`config.mk`:
```
export PLATFORM = sky130hd
export DESIGN_NAME = apb_bridge
export DESIGN_NICKNAME = d
export VERILOG_FILES = /design/src/rtl/apb_bridge_pkg.sv /design/src/rtl/apb_bridge_sel_decode.sv /design/src/rtl/apb_bridge_rdata_mux.sv /design/src/rtl/apb_bridge.sv
export SDC_FILE = /design/constraint.sdc
export NUM_CORES = 1
export LEC_CHECK = 0
export BUFFER_PORTS_ARGS = -buffer_cell sky130_fd_sc_hd__buf_2
export CORE_AREA = 2 2 257 259
export DETAILED_ROUTE_END_ITERATION = 10
export DIE_AREA = 0 0 259 261
export GPL_TIMING_DRIVEN = 0
export PLACE_DENSITY_LB_ADDON = 0.05
export REMOVE_ABC_BUFFERS = 1
export SKIP_LAST_GASP = 1
export SLEW_MARGIN = 5
export SYNTH_ARGS = -nofsm -noshare
export SYNTH_HDL_FRONTEND = slang
export SYNTH_SLANG_ARGS = --single-unit
```
`constraint.sdc`:
```
create_clock -name clk -period 1.9 [get_ports clk]
set_input_delay 0.095 -clock clk [delete_from_list [all_inputs] [get_ports clk]]
set_output_delay 0.095 -clock clk [all_outputs]
set_load 0.005 [all_outputs]
```
`src/rtl/apb_bridge_pkg.sv`:
```
package apb_bridge_pkg;
  typedef enum logic [1:0] {
    PH_IDLE   = 2'd0,
    PH_SETUP  = 2'd1,
    PH_ACCESS = 2'd2
  } apb_phase_e;

  localparam logic [1:0] TR_IDLE    = 2'b00;
  localparam logic [1:0] TR_BUSY    = 2'b01;
  localparam logic [1:0] TR_NONSEQ  = 2'b10;
  localparam logic [1:0] TR_SEQ     = 2'b11;
endpackage

```
`src/rtl/apb_bridge_sel_decode.sv`:
```
module apb_bridge_sel_decode #(
  parameter int NSEL  = 15,
  parameter int SEL_W = 4
) (
  input  logic [SEL_W-1:0] idx,
  output logic [NSEL-1:0]  sel_oh
);
  for (genvar i = 0; i < NSEL; i++) begin : g_line
    assign sel_oh[i] = (idx == SEL_W'(i));
  end
endmodule

```
`src/rtl/apb_bridge_rdata_mux.sv`:
```
module apb_bridge_rdata_mux #(
  parameter int NSEL  = 15,
  parameter int SEL_W = 4,
  parameter int DW    = 32
) (
  input  logic [SEL_W-1:0]   idx,
  input  logic [NSEL*DW-1:0] words,
  output logic [DW-1:0]      word
);
  always_comb begin
    word = '0;
    for (int i = 0; i < NSEL; i++) begin
      if (idx == SEL_W'(i)) word = words[i*DW +: DW];
    end
  end
endmodule

```
`src/rtl/apb_bridge.sv`:
```
module apb_bridge
  import apb_bridge_pkg::*;
#(
  parameter int AW      = 32,
  parameter int DW      = 32,
  parameter int NSEL    = 15,
  parameter int SEL_LSB = 12,
  parameter int SEL_W   = 4
) (
  input  logic               clk,
  input  logic               rst,
  input  logic               ahb_sel,
  input  logic [AW-1:0]      ahb_addr,
  input  logic [1:0]         ahb_trans,
  input  logic               ahb_write,
  input  logic [DW-1:0]      ahb_wdata,
  output logic               ahb_ready,
  output logic               ahb_resp,
  output logic [DW-1:0]      ahb_rdata,
  output logic [AW-1:0]      per_addr,
  output logic               per_write,
  output logic [DW-1:0]      per_wdata,
  output logic [NSEL-1:0]    per_sel,
  output logic               per_strobe,
  input  logic [NSEL*DW-1:0] per_rdata
);
  localparam int SEL_MSB = SEL_LSB + SEL_W - 1;

  apb_phase_e          phase_q, phase_d;
  logic                dph_vld_q, dph_vld_d;
  logic                dph_wr_q, dph_wr_d;
  logic [AW-1:0]       dph_addr_q;
  logic [AW-1:0]       per_addr_q;
  logic                per_write_q;
  logic [DW-1:0]       per_wdata_q;
  logic [NSEL-1:0]     per_sel_q;
  logic                per_strobe_q;
  logic                ready_q, ready_d;
  logic [DW-1:0]       rdata_q;

  logic                accept, launch, op_wr_d, read_busy_d, pend_blocks, rd_done;
  logic [NSEL-1:0]     launch_sel;
  logic [DW-1:0]       mux_word;

  apb_bridge_sel_decode #(.NSEL(NSEL), .SEL_W(SEL_W)) u_dec (
    .idx    (dph_addr_q[SEL_MSB:SEL_LSB]),
    .sel_oh (launch_sel)
  );

  apb_bridge_rdata_mux #(.NSEL(NSEL), .SEL_W(SEL_W), .DW(DW)) u_mux (
    .idx   (per_addr_q[SEL_MSB:SEL_LSB]),
    .words (per_rdata),
    .word  (mux_word)
  );

  assign accept = ahb_sel && ready_q && (ahb_trans == TR_NONSEQ || ahb_trans == TR_SEQ);
  assign launch = dph_vld_q && (phase_q != PH_SETUP);
  assign rd_done = (phase_q == PH_ACCESS) && !per_write_q;

  always_comb begin
    unique case (phase_q)
      PH_SETUP:  phase_d = PH_ACCESS;
      default:   phase_d = launch ? PH_SETUP : PH_IDLE;
    endcase
  end

  always_comb begin
    op_wr_d     = launch ? dph_wr_q : per_write_q;
    dph_vld_d   = accept ? 1'b1 : (launch ? 1'b0 : dph_vld_q);
    dph_wr_d    = accept ? ahb_write : dph_wr_q;
    read_busy_d = (phase_d != PH_IDLE) && !op_wr_d;
    pend_blocks = dph_vld_d && !(dph_wr_d && (phase_d != PH_SETUP));
    ready_d     = !read_busy_d && !pend_blocks;
  end

  always_ff @(posedge clk) begin
    if (rst) begin
      phase_q      <= PH_IDLE;
      dph_vld_q    <= 1'b0;
      dph_wr_q     <= 1'b0;
      dph_addr_q   <= '0;
      per_addr_q   <= '0;
      per_write_q  <= 1'b0;
      per_wdata_q  <= '0;
      per_sel_q    <= '0;
      per_strobe_q <= 1'b0;
      ready_q      <= 1'b1;
      rdata_q      <= '0;
    end else begin
      phase_q      <= phase_d;
      dph_vld_q    <= dph_vld_d;
      dph_wr_q     <= dph_wr_d;
      if (accept) dph_addr_q <= ahb_addr;
      if (launch) begin
        per_addr_q  <= dph_addr_q;
        per_write_q <= dph_wr_q;
        if (dph_wr_q) per_wdata_q <= ahb_wdata;
      end
      if (launch)                    per_sel_q <= launch_sel;
      else if (phase_d == PH_IDLE)   per_sel_q <= '0;
      per_strobe_q <= (phase_d == PH_ACCESS);
      ready_q      <= ready_d;
      if (rd_done) rdata_q <= mux_word;
    end
  end

  assign ahb_ready  = ready_q;
  assign ahb_resp   = 1'b0;
  assign ahb_rdata  = rdata_q;
  assign per_addr   = per_addr_q;
  assign per_write  = per_write_q;
  assign per_wdata  = per_wdata_q;
  assign per_sel    = per_sel_q;
  assign per_strobe = per_strobe_q;
endmodule

```
==> reports/metrics.csv <==
metric,value,unit
grt met3 use,0.0603,
maxcap violations,0,
endpoints failing setup,22,
Slew Limit Fails,0,
fmax,489,MHz
H-tree Lvls,4,
Power Density,453,mW/mm^2
"Seq/Total Area, Yosys",0.296,
Clock Latency Late Sink,0.49,ns
hold violation count in the final report,0,
area grow syn2layout,86.5,%
CP startpoint kind,flop,
Cells after Synth,1301,
DP HPWL,53.9,mm
number of global-route vias before repair,13900,
share of cells above drive strength 1,0.508,
clk_skew,0.0190,ns
Worst EP required,2.27,ns
Post-synth EDFFs,0,
met1 Resource Use GR,0.287,
fin area,0.0188,mm^2
mux cell area share after synthesis,0.142,
nets@finish,2662,
cell area after placement,0.0144,mm^2
die width,259,um
final setup TNS,-1.65,ns
Crit Path Category,flop to flop,
Final WS setup,-0.144,ns
CP Capture Type,flop,
main combinational cell family by area after synthesis,compound AO/OA/AOI/OAI gates,
fin cells,3002,
failing checks,negative setup slack,
XOR/XNOR Fraction of Synth Area,0,
Simple-Gate Fraction of Synth Area,0.184,
# port buffers,662,
Synth Area in Compound Gates,0.312,
"commonest non-fill, non-tap cell in the layout",buf_2,
TritonCTS clock tree,done,
CP arrival,2.41,ns
Top Ports,665,
Die Y,261,um
DIE AREA,0.0676,mm^2
VDD IR-drop max,0.672,mV
Seq cells post-synth,149,
first-pass GRT wire length,110,mm
Most Crowded Layer GR,met2,
fraction of registers with async set/reset,0,
gr usage total,0.233,
leakage,7.93,nW
Inserted Clock Buffers,17,
Vias,14100,
crit path time final,2.04,ns
largest net degree at the start of global routing,81,
Core Footprint,0.0650,mm^2
Pre-antenna DRT Iters,5,
WL/cell,27.9,um
Yosys cell types,73,
# placed instances,2720,
outcome,finished with violations,
antenna violations before repair,31,
Via density,4.69,
CTS sink cnt,149,
# rows,94,
Ys Warns,0,
Detailed Route Iter0 Violations,739,
Routed Antenna Nets,0,
routed wire length,83.6,mm
top_reg_cell synth,dfxtp_1,
CTS root buf,clkbuf_16,
met2 usage,0.408,
Netlist Area Pre-Place,0.0101,mm^2
grt ovf,0,
Adder-Cell Fraction of Synth Area,0,
final worst-path cycle share,1.08,
most frequent cells in the layout,"buf_2, nand2_1, a21oi_1, dfxtp_1, dlygate4sd3_1",
Hold Path Class,primary input to flop,
RSZ-0062 raised after global routing,true,
DRC viols,0,
post-layout util,0.289,
CTS Buffer Depth,2,
Seq. cell area,0.00300,mm^2
Starting Density,0.155,
clock transition at the registers of the reported paths,0.09,ns
"critical path fanouts, max",6,
area of the multi-input gates,0.00729,mm^2
slew margin rel.,0.467,
Placer Congestion,0.805,
FILL cells,7249,
worst-margin pin slew,0.800,ns
Syn Area/Cell,7.75,um^2
[area by class of cell]
cell class / instances / share of cell area
tap: 864 / 0.0575
clock inverter: 15 / 0.00938
antenna: 13 / 0.00173
inverter: 8 / 0.00339
sequential: 149 / 0.159
multi-input combinational: 1019 / 0.388
clock buffer: 17 / 0.0226
timing repair buffer: 917 / 0.358
[worst max-delay path, stage by stage (launching register included)]
cell	delay [ns]
dfxtp_4	0.41
buf_4	0.16
clkbuf_16	0.16
or2_4	0.25
mux4_2	0.50
a21oi_2	0.16
o2111a_1	0.23
a211oi_2	0.05
[per-stage QoR]
step / worst slack, ns / hold WS [ns] / power (mW)
after floorplan: -4.79 / 0.164 / 3.71
after global placement: -10.57 / 0.339 / 4.59
after detailed placement: -1.33 / 0.340 / 4.61
after CTS: -0.126 / 0.00116 / 8.63
after global routing: -0.206 / 0.0234 / 8.93
final: -0.144 / 0.0297 / 8.52
[per-layer routing]
metal	share of wire	vias up
met5	0.0018	-
met4	0.016	24
met3	0.064	107
met2	0.49	515
met1	0.42	6943
li1	-	6496
[sequential cells by signal (all words and copies together), names as in the netlist]
| register | count |
|---|---|
| per_sel | 15 |
| per_addr | 32 |
| dph_vld_q | 1 |
| ahb_rdata | 32 |
| per_write | 1 |
| ahb_ready | 1 |
| phase_q | 2 |
| per_wdata | 32 |
| dph_wr_q | 1 |
| dph_addr_q | 32 |
[worst paths after layout]
kind | slack [ns] | to | from | cells past startpoint
max reg2reg | -0.14 | ahb_rdata[28] | per_addr[14] | 7
max | -0.14 | ahb_rdata[28] | per_addr[14] | 7
min reg2reg | 0.45 | per_addr[4] | dph_addr_q[4] | 2
min | 0.03 | ahb_rdata[16] | per_rdata[464] | 5
[cells by family (layout without fill, tap and decap cells)]
group,after synthesis,in the layout
muxes,110,110
and+or+nand+nor,413,416
DFF,149,149
AOI/OAI and AO/OA,492,492
other,1,14
buffers and inverters,136,957
[power breakdown]
group	leakage, nW	internal (mW)	switching [mW]
Combinational	6.44	0.916	0.753
Clock	0.287	1.77	1.86
Sequential	1.21	3.18	0.0454
Total	7.93	5.87	2.65
[cells in the mapped netlist (4+ instances only)]
cell type	number	area, um^2
a21o_1	9	67.6
a21oi_1	190	951
mux4_2	23	518
a22o_1	13	114
a31oi_1	22	138
nand3_1	12	60.1
a221oi_1	5	43.8
o22ai_1	35	219
nor3b_1	4	30.0
buf_6	5	56.3
nor2b_1	13	81.3
or3b_2	6	52.6
o221a_2	9	101
o221ai_1	16	140
o32ai_1	5	43.8
dfxtp_1	149	2980
a2111oi_0	4	35.0
nor3_1	23	115
a32o_1	4	40.0
buf_1	4	15.0
nor2_1	50	188
clkbuf_1	57	214
mux2i_1	56	561
a211oi_1	7	52.6
mux2_2	31	349
o31ai_1	4	30.0
a22oi_1	17	128
nand2_1	251	942
a2bb2oi_1	4	35.0
o21a_1	6	45.0
o21ai_0	82	410
a211o_1	6	52.6
nand2b_1	17	106
buf_4	18	135
nand3b_1	5	37.5
buf_2	44	220
or2_2	12	75.1
o2bb2ai_1	13	114
o211ai_1	8	60.1
inv_1	6	22.5
o311a_1	9	90.1
[repair_timing]
action,in CTS,in global routing
hold buffers,92,0
resized for setup,128,106
pin swaps,23,45
hold endpoints to repair,87,0
cloned,22,7
buffers inserted,94,26
setup endpoints to repair,35,70
(Power assumes the default switching activity.)
